<file path="config.mk">
export PLATFORM = sky130hd
export DESIGN_NAME = i2c_stat_tracker
export DESIGN_NICKNAME = d
export VERILOG_FILES = /design/src/rtl/i2c_stat_pkg.sv /design/src/rtl/i2c_stat_flag.sv /design/src/rtl/i2c_stat_decode.sv /design/src/rtl/i2c_stat_tracker.sv
export SDC_FILE = /design/constraint.sdc
export NUM_CORES = 1
export LEC_CHECK = 0
export BUFFER_PORTS_ARGS = -buffer_cell sky130_fd_sc_hd__buf_2
export CORE_MARGIN = 2
export CORE_UTILIZATION = 36
export DETAILED_ROUTE_END_ITERATION = 12
export PLACE_DENSITY = 0.9
export SYNTH_ARGS = -nofsm -noshare
export SYNTH_HDL_FRONTEND = slang
export SYNTH_SLANG_ARGS = --single-unit
export TNS_END_PERCENT = 10
</file>
<file path="constraint.sdc">
create_clock -name clk -period 2.1 [get_ports clk]
set_input_delay 0.105 -clock clk [delete_from_list [all_inputs] [get_ports clk]]
set_output_delay 0.105 -clock clk [all_outputs]
set_load 0.005 [all_outputs]
</file>
<file path="src/rtl/i2c_stat_pkg.sv">
package i2c_stat_pkg;
  localparam int unsigned STAT_W = 16;

  localparam int unsigned B_ACK    = 15;
  localparam int unsigned B_TXBSY  = 14;
  localparam int unsigned B_BCOL   = 10;
  localparam int unsigned B_GCALL  = 9;
  localparam int unsigned B_A10    = 8;
  localparam int unsigned B_WCOL   = 7;
  localparam int unsigned B_ROVF   = 6;
  localparam int unsigned B_DATA   = 5;
  localparam int unsigned B_STOP   = 4;
  localparam int unsigned B_START  = 3;

  localparam logic [STAT_W-1:0] SW_CLR_MASK =
    (STAT_W'(1) << B_BCOL) | (STAT_W'(1) << B_WCOL) | (STAT_W'(1) << B_ROVF);

  localparam logic [STAT_W-1:0] IMPL_MASK =
    SW_CLR_MASK | (STAT_W'(1) << B_ACK) | (STAT_W'(1) << B_TXBSY) |
    (STAT_W'(1) << B_GCALL) | (STAT_W'(1) << B_A10) | (STAT_W'(1) << B_DATA) |
    (STAT_W'(1) << B_STOP) | (STAT_W'(1) << B_START);
endpackage

</file>
<file path="src/rtl/i2c_stat_flag.sv">
module i2c_stat_flag (
  input  logic clk,
  input  logic rst_n,
  input  logic set_i,
  input  logic clr_i,
  output logic q_o
);
  logic q_q;
  logic q_d;
  logic en;

  // Set has priority over clear.
  always_comb begin
    en  = set_i | clr_i;
    q_d = set_i ? 1'b1 : 1'b0;
  end

  always_ff @(posedge clk or negedge rst_n) begin
    if (!rst_n)  q_q <= 1'b0;
    else if (en) q_q <= q_d;
  end

  assign q_o = q_q;

  p_set_wins_r12: assert property (@(posedge clk) disable iff (!rst_n)
    set_i |=> q_o);
  p_clr_only_r12: assert property (@(posedge clk) disable iff (!rst_n)
    (clr_i && !set_i) |=> !q_o);
  p_hold_r12: assert property (@(posedge clk) disable iff (!rst_n)
    (!set_i && !clr_i) |=> $stable(q_o));
endmodule

</file>
<file path="src/rtl/i2c_stat_decode.sv">
module i2c_stat_decode
  import i2c_stat_pkg::*;
(
  input  logic              ev_start,
  input  logic              ev_rstart,
  input  logic              ev_stop,
  input  logic              ev_ack_end,
  input  logic              ack_nack,
  input  logic              ev_tx_begin,
  input  logic              ev_collision,
  input  logic              ev_addr_match,
  input  logic              ev_gcall_match,
  input  logic              ev_addr10_match,
  input  logic              ev_rx_data,
  input  logic              rx_xfer,
  input  logic              rx_hold_full,
  input  logic              host_tx_wr,
  input  logic              eng_busy,
  input  logic              clr_en,
  input  logic [STAT_W-1:0] clr_data,
  output logic [STAT_W-1:0] set_vec,
  output logic [STAT_W-1:0] clr_vec,
  output logic              tx_load
);
  logic any_start;
  logic [STAT_W-1:0] sw_clr;

  always_comb begin
    any_start = ev_start | ev_rstart;
    sw_clr    = clr_en ? (clr_data & SW_CLR_MASK) : '0;
    tx_load   = host_tx_wr & ~eng_busy;

    set_vec = '0;
    clr_vec = sw_clr;

    set_vec[B_ACK]   = ev_ack_end & ack_nack;
    clr_vec[B_ACK]   = ev_ack_end & ~ack_nack;

    set_vec[B_TXBSY] = ev_tx_begin;
    clr_vec[B_TXBSY] = ev_ack_end;

    set_vec[B_BCOL]  = ev_collision;

    set_vec[B_GCALL] = ev_gcall_match;
    clr_vec[B_GCALL] = ev_stop;

    set_vec[B_A10]   = ev_addr10_match;
    clr_vec[B_A10]   = ev_stop;

    set_vec[B_WCOL]  = host_tx_wr & eng_busy;

    set_vec[B_ROVF]  = rx_xfer & rx_hold_full;

    set_vec[B_DATA]  = ev_rx_data;
    clr_vec[B_DATA]  = ev_addr_match;

    set_vec[B_STOP]  = ev_stop;
    clr_vec[B_STOP]  = any_start;

    set_vec[B_START] = any_start;
    clr_vec[B_START] = ev_stop;
  end
endmodule

</file>
<file path="src/rtl/i2c_stat_tracker.sv">
module i2c_stat_tracker
  import i2c_stat_pkg::*;
(
  input  logic              clk,
  input  logic              rst_n,
  input  logic              ev_start,
  input  logic              ev_rstart,
  input  logic              ev_stop,
  input  logic              ev_ack_end,
  input  logic              ack_nack,
  input  logic              ev_tx_begin,
  input  logic              ev_collision,
  input  logic              ev_addr_match,
  input  logic              ev_gcall_match,
  input  logic              ev_addr10_match,
  input  logic              ev_rx_data,
  input  logic              rx_xfer,
  input  logic              rx_hold_full,
  input  logic              host_tx_wr,
  input  logic              eng_busy,
  input  logic              clr_en,
  input  logic [STAT_W-1:0] clr_data,
  output logic              tx_load,
  output logic [STAT_W-1:0] stat_word
);
  logic [STAT_W-1:0] set_vec;
  logic [STAT_W-1:0] clr_vec;
  logic [STAT_W-1:0] stat_q;

  i2c_stat_decode u_dec (
    .ev_start        (ev_start),
    .ev_rstart       (ev_rstart),
    .ev_stop         (ev_stop),
    .ev_ack_end      (ev_ack_end),
    .ack_nack        (ack_nack),
    .ev_tx_begin     (ev_tx_begin),
    .ev_collision    (ev_collision),
    .ev_addr_match   (ev_addr_match),
    .ev_gcall_match  (ev_gcall_match),
    .ev_addr10_match (ev_addr10_match),
    .ev_rx_data      (ev_rx_data),
    .rx_xfer         (rx_xfer),
    .rx_hold_full    (rx_hold_full),
    .host_tx_wr      (host_tx_wr),
    .eng_busy        (eng_busy),
    .clr_en          (clr_en),
    .clr_data        (clr_data),
    .set_vec         (set_vec),
    .clr_vec         (clr_vec),
    .tx_load         (tx_load)
  );

  for (genvar i = 0; i < STAT_W; i++) begin : g_bit
    if (IMPL_MASK[i]) begin : g_flag
      i2c_stat_flag u_flag (
        .clk   (clk),
        .rst_n (rst_n),
        .set_i (set_vec[i]),
        .clr_i (clr_vec[i]),
        .q_o   (stat_q[i])
      );
    end else begin : g_none
      assign stat_q[i] = 1'b0;
    end
  end

  assign stat_word = stat_q;

  p_unimpl_zero_r2: assert property (@(posedge clk) disable iff (!rst_n)
    (stat_word & ~IMPL_MASK) == '0);
  p_ack_load_r3: assert property (@(posedge clk) disable iff (!rst_n)
    ev_ack_end |=> stat_word[B_ACK] == $past(ack_nack));
  p_txbusy_set_r4: assert property (@(posedge clk) disable iff (!rst_n)
    ev_tx_begin |=> stat_word[B_TXBSY]);
  p_bcol_sticky_r5: assert property (@(posedge clk) disable iff (!rst_n)
    (stat_word[B_BCOL] && !(clr_en && clr_data[B_BCOL])) |=> stat_word[B_BCOL]);
  p_gcall_stop_r6: assert property (@(posedge clk) disable iff (!rst_n)
    (ev_stop && !ev_gcall_match) |=> !stat_word[B_GCALL]);
  p_wcol_block_r7: assert property (@(posedge clk) disable iff (!rst_n)
    (host_tx_wr && eng_busy) |-> !tx_load);
  p_wcol_set_r7: assert property (@(posedge clk) disable iff (!rst_n)
    (host_tx_wr && eng_busy) |=> stat_word[B_WCOL]);
  p_rovf_set_r8: assert property (@(posedge clk) disable iff (!rst_n)
    (rx_xfer && rx_hold_full) |=> stat_word[B_ROVF]);
  p_data_set_r9: assert property (@(posedge clk) disable iff (!rst_n)
    ev_rx_data |=> stat_word[B_DATA]);
  p_stop_set_r10: assert property (@(posedge clk) disable iff (!rst_n)
    ev_stop |=> stat_word[B_STOP]);
  p_keep_hw_r11: assert property (@(posedge clk) disable iff (!rst_n)
    (clr_en && $countones(set_vec) == 0 && !ev_stop && !ev_ack_end &&
     !ev_addr_match && !ev_start && !ev_rstart)
    |=> (stat_word & ~SW_CLR_MASK) == ($past(stat_word) & ~SW_CLR_MASK));
endmodule

</file>
==> flow_summary.ini <==
[floorplan]
fp.dieW_um = 41.01
rows = 13
die_area_um2 = 1681
dieHeight_um = 41.01
start_util = 0.3836
core_area_um2 = 1285
ios = 51

[grt]
grt_max_degree = 11
grt_pass1_vias = 251
grt_usage = 0.09875
grt-ovfl-total = 0
grt_pass1_wl_um = 979
antenna_found_initial = 0

[clock_network]
cts.path.max_buffers = 2
postCtsSetupRepairBufs = 0
htreeDepth = 1
root_buffer = clkbuf_4
cts_buffers = 3
cts_tree = built
clk_latency_ns = 0.25
clock_sinks = 10
clk_pin_slew_ns = 0.06

[routing]
viasPerCell = 4.153
drt_iter0_drc = 1
wirelength_um = 869
wl_per_cell_um = 10.22
first_pass_iters = 2
drc_errors = 0
drtAntennaViolNets = 0
vias = 353

[timing]
rsz0062_at_grt = false
hold_violations = 0
fin_worst_skew_ns = 0
period_needed_ns = 0.8801
slew_viol_final = 0
fmax_ghz = 1.136
final.period_utilization = 0.4191
setup_tns_ns = 0
setup_viol = 0

[yosys]
syn_area_per_cell_um2 = 10.72
seq_area_frac_synth = 0.5076
syn_inst = 46
syn-cell-area_um2 = 493.0
synth_warnings = 0
ys_types = 11
ys_ff_latch = 10

[power]
ir_drop_mv = 0.3235
p_leak_nw = 0.3495
p_per_area_nw_per_um2 = 672.6
combPwrFrac = 0.158
p_sw_frac = 0.2280
sequentialPowerShare = 0.536
power_switching_w = 0.00009173
p_int_w = 0.0003106
p_clk_frac = 0.306

[critical_path]
critical_path.max_fanout = 2
path_cells = buf_2
setup.worst_path.end_class = primary output
arrival_ns = 0.78
cp_num_buf_inv = 1
cp.depth = 1
crit_type = register to primary output
worstPathRequired_ns = 2.00
slowest_delay_ns = 0.39
rrSetupSlack_ns = 1.34
rr_worst_depth = 1
crit_family = flip-flops
start_kind = register
slowest_stage = dfrtp_1

[placement]
dp_hpwl_um = 727.4
io_buffers = 31
globalplace.congestion = 0.6682
place_inst = 81
placed_area_um2 = 565.5

[hold_path]
min_path_type = input pin to register
hold_depth = 2

[finish]
final_layout_size_suffix_gt1_frac = 0.5000
diodes = 0
area_growth_pct = 21.32
final_cell_count_no_fill = 85
largest_register_ffs = 10
nets = 106
final_cell_area_um2 = 598.1
n_fill_cell = 129

[job]
maxCapViolations = 0

[status]
status = finished, final reports clean
power groups by stage:
stage	sequential (W)	combinational, W	clock, W
floorplan	0.000217	0.0000510	0
global placement	0.000218	0.0000604	0
global route	0.000217	0.0000730	0.000136
CTS	0.000216	0.0000648	0.000132
detailed placement	0.000219	0.0000635	0
finish	0.000216	0.0000636	0.000123
stage by stage:
| step | setup WS [ns] | hold slack (ns) | utilization | total power, W |
|---|---|---|---|---|
| floorplan | 1.371 | -0.1906 | - | 0.0002682 |
| CTS | 1.206 | 0.01294 | 0.4654 | 0.0004130 |
| detailed placement | 1.358 | -0.02009 | 0.4401 | 0.0002830 |
| finish | 1.220 | 0.02460 | 0.4654 | 0.0004023 |
| global placement | 1.359 | -0.02967 | 0.4401 | 0.0002784 |
| global route | 1.188 | 0.01905 | 0.4654 | 0.0004264 |
placed cells by master, fill, tap and decap left out, drive strengths merged:
cell,instances
buf,31
dfrtp,10
a21o,6
conb,6
inv,4
nand2,3
clkbuf,3
a22o,2
nor2b,1
mux2,1
nor2,1
o21ai,1
dlygate4sd3,1
routing by layer:
layer	routed length, µm	GRT usage	vias to the layer above	part of all wire
li1	-	-	173	-
met1	326	0.1077	155	0.38
met2	447	0.1445	23	0.51
met3	86	0.03261	2	0.099
met4	8	0.1000	0	0.0092
met5	0	0	-	0
logic make-up (layout without fill, tap and decap cells):
group / Yosys count / after routing / synth area share
AO/OA/AOI/OAI: 9 / 9 / 0.1370
buffers and inverters: 20 / 39 / 0.2741
flip-flops: 10 / 10 / 0.5076
multiplexers: 1 / 1 / 0.03045
other: 1 / 6 / 0.007607
AND/OR/NAND/NOR: 5 / 5 / 0.04315
synth_stat cells (all sizes together):
cell type | n | share of area
nand2 | 3 | 0.023
a21o | 6 | 0.091
conb | 1 | 0.0076
nor2b | 1 | 0.013
a22o | 2 | 0.036
o21ai | 1 | 0.010
dfrtp | 10 | 0.51
buf | 16 | 0.24
mux2 | 1 | 0.030
inv | 4 | 0.030
nor2 | 1 | 0.0076
cell type report:
type | count | area (µm²) | share of cell area
Timing Repair Buffer | 32 | 165.2 | 0.2761
Multi-Input combinational cell | 21 | 126.4 | 0.2113
Inverter | 4 | 15.01 | 0.02510
Clock buffer | 3 | 22.52 | 0.03766
Sequential cell | 10 | 250.2 | 0.4184
Tap cell | 15 | 18.77 | 0.03138
path summary, 6_finish.rpt:
kind / start / end
hold / removal: ev_rx_data / g_bit[5].g_flag.u_flag.q_o
hold reg to reg: g_bit[8].g_flag.u_flag.q_o / g_bit[8].g_flag.u_flag.q_o
setup reg to reg: g_bit[15].g_flag.u_flag.q_o / g_bit[15].g_flag.u_flag.q_o
max in group asynchronous: rst_n / g_bit[4].g_flag.u_flag.q_o
min in group asynchronous: rst_n / g_bit[5].g_flag.u_flag.q_o
setup / recovery: g_bit[6].g_flag.u_flag.q_o / stat_word[6]
what timing repair did:
item / CTS / global route
hold buffers: 1 / 0
hold endpoints to repair: 10 / 0
endpoints found under the setup margin: 0 / 0
resized for setup: 0 / 0
No activity file was read; power rests on OpenSTA's default activity.
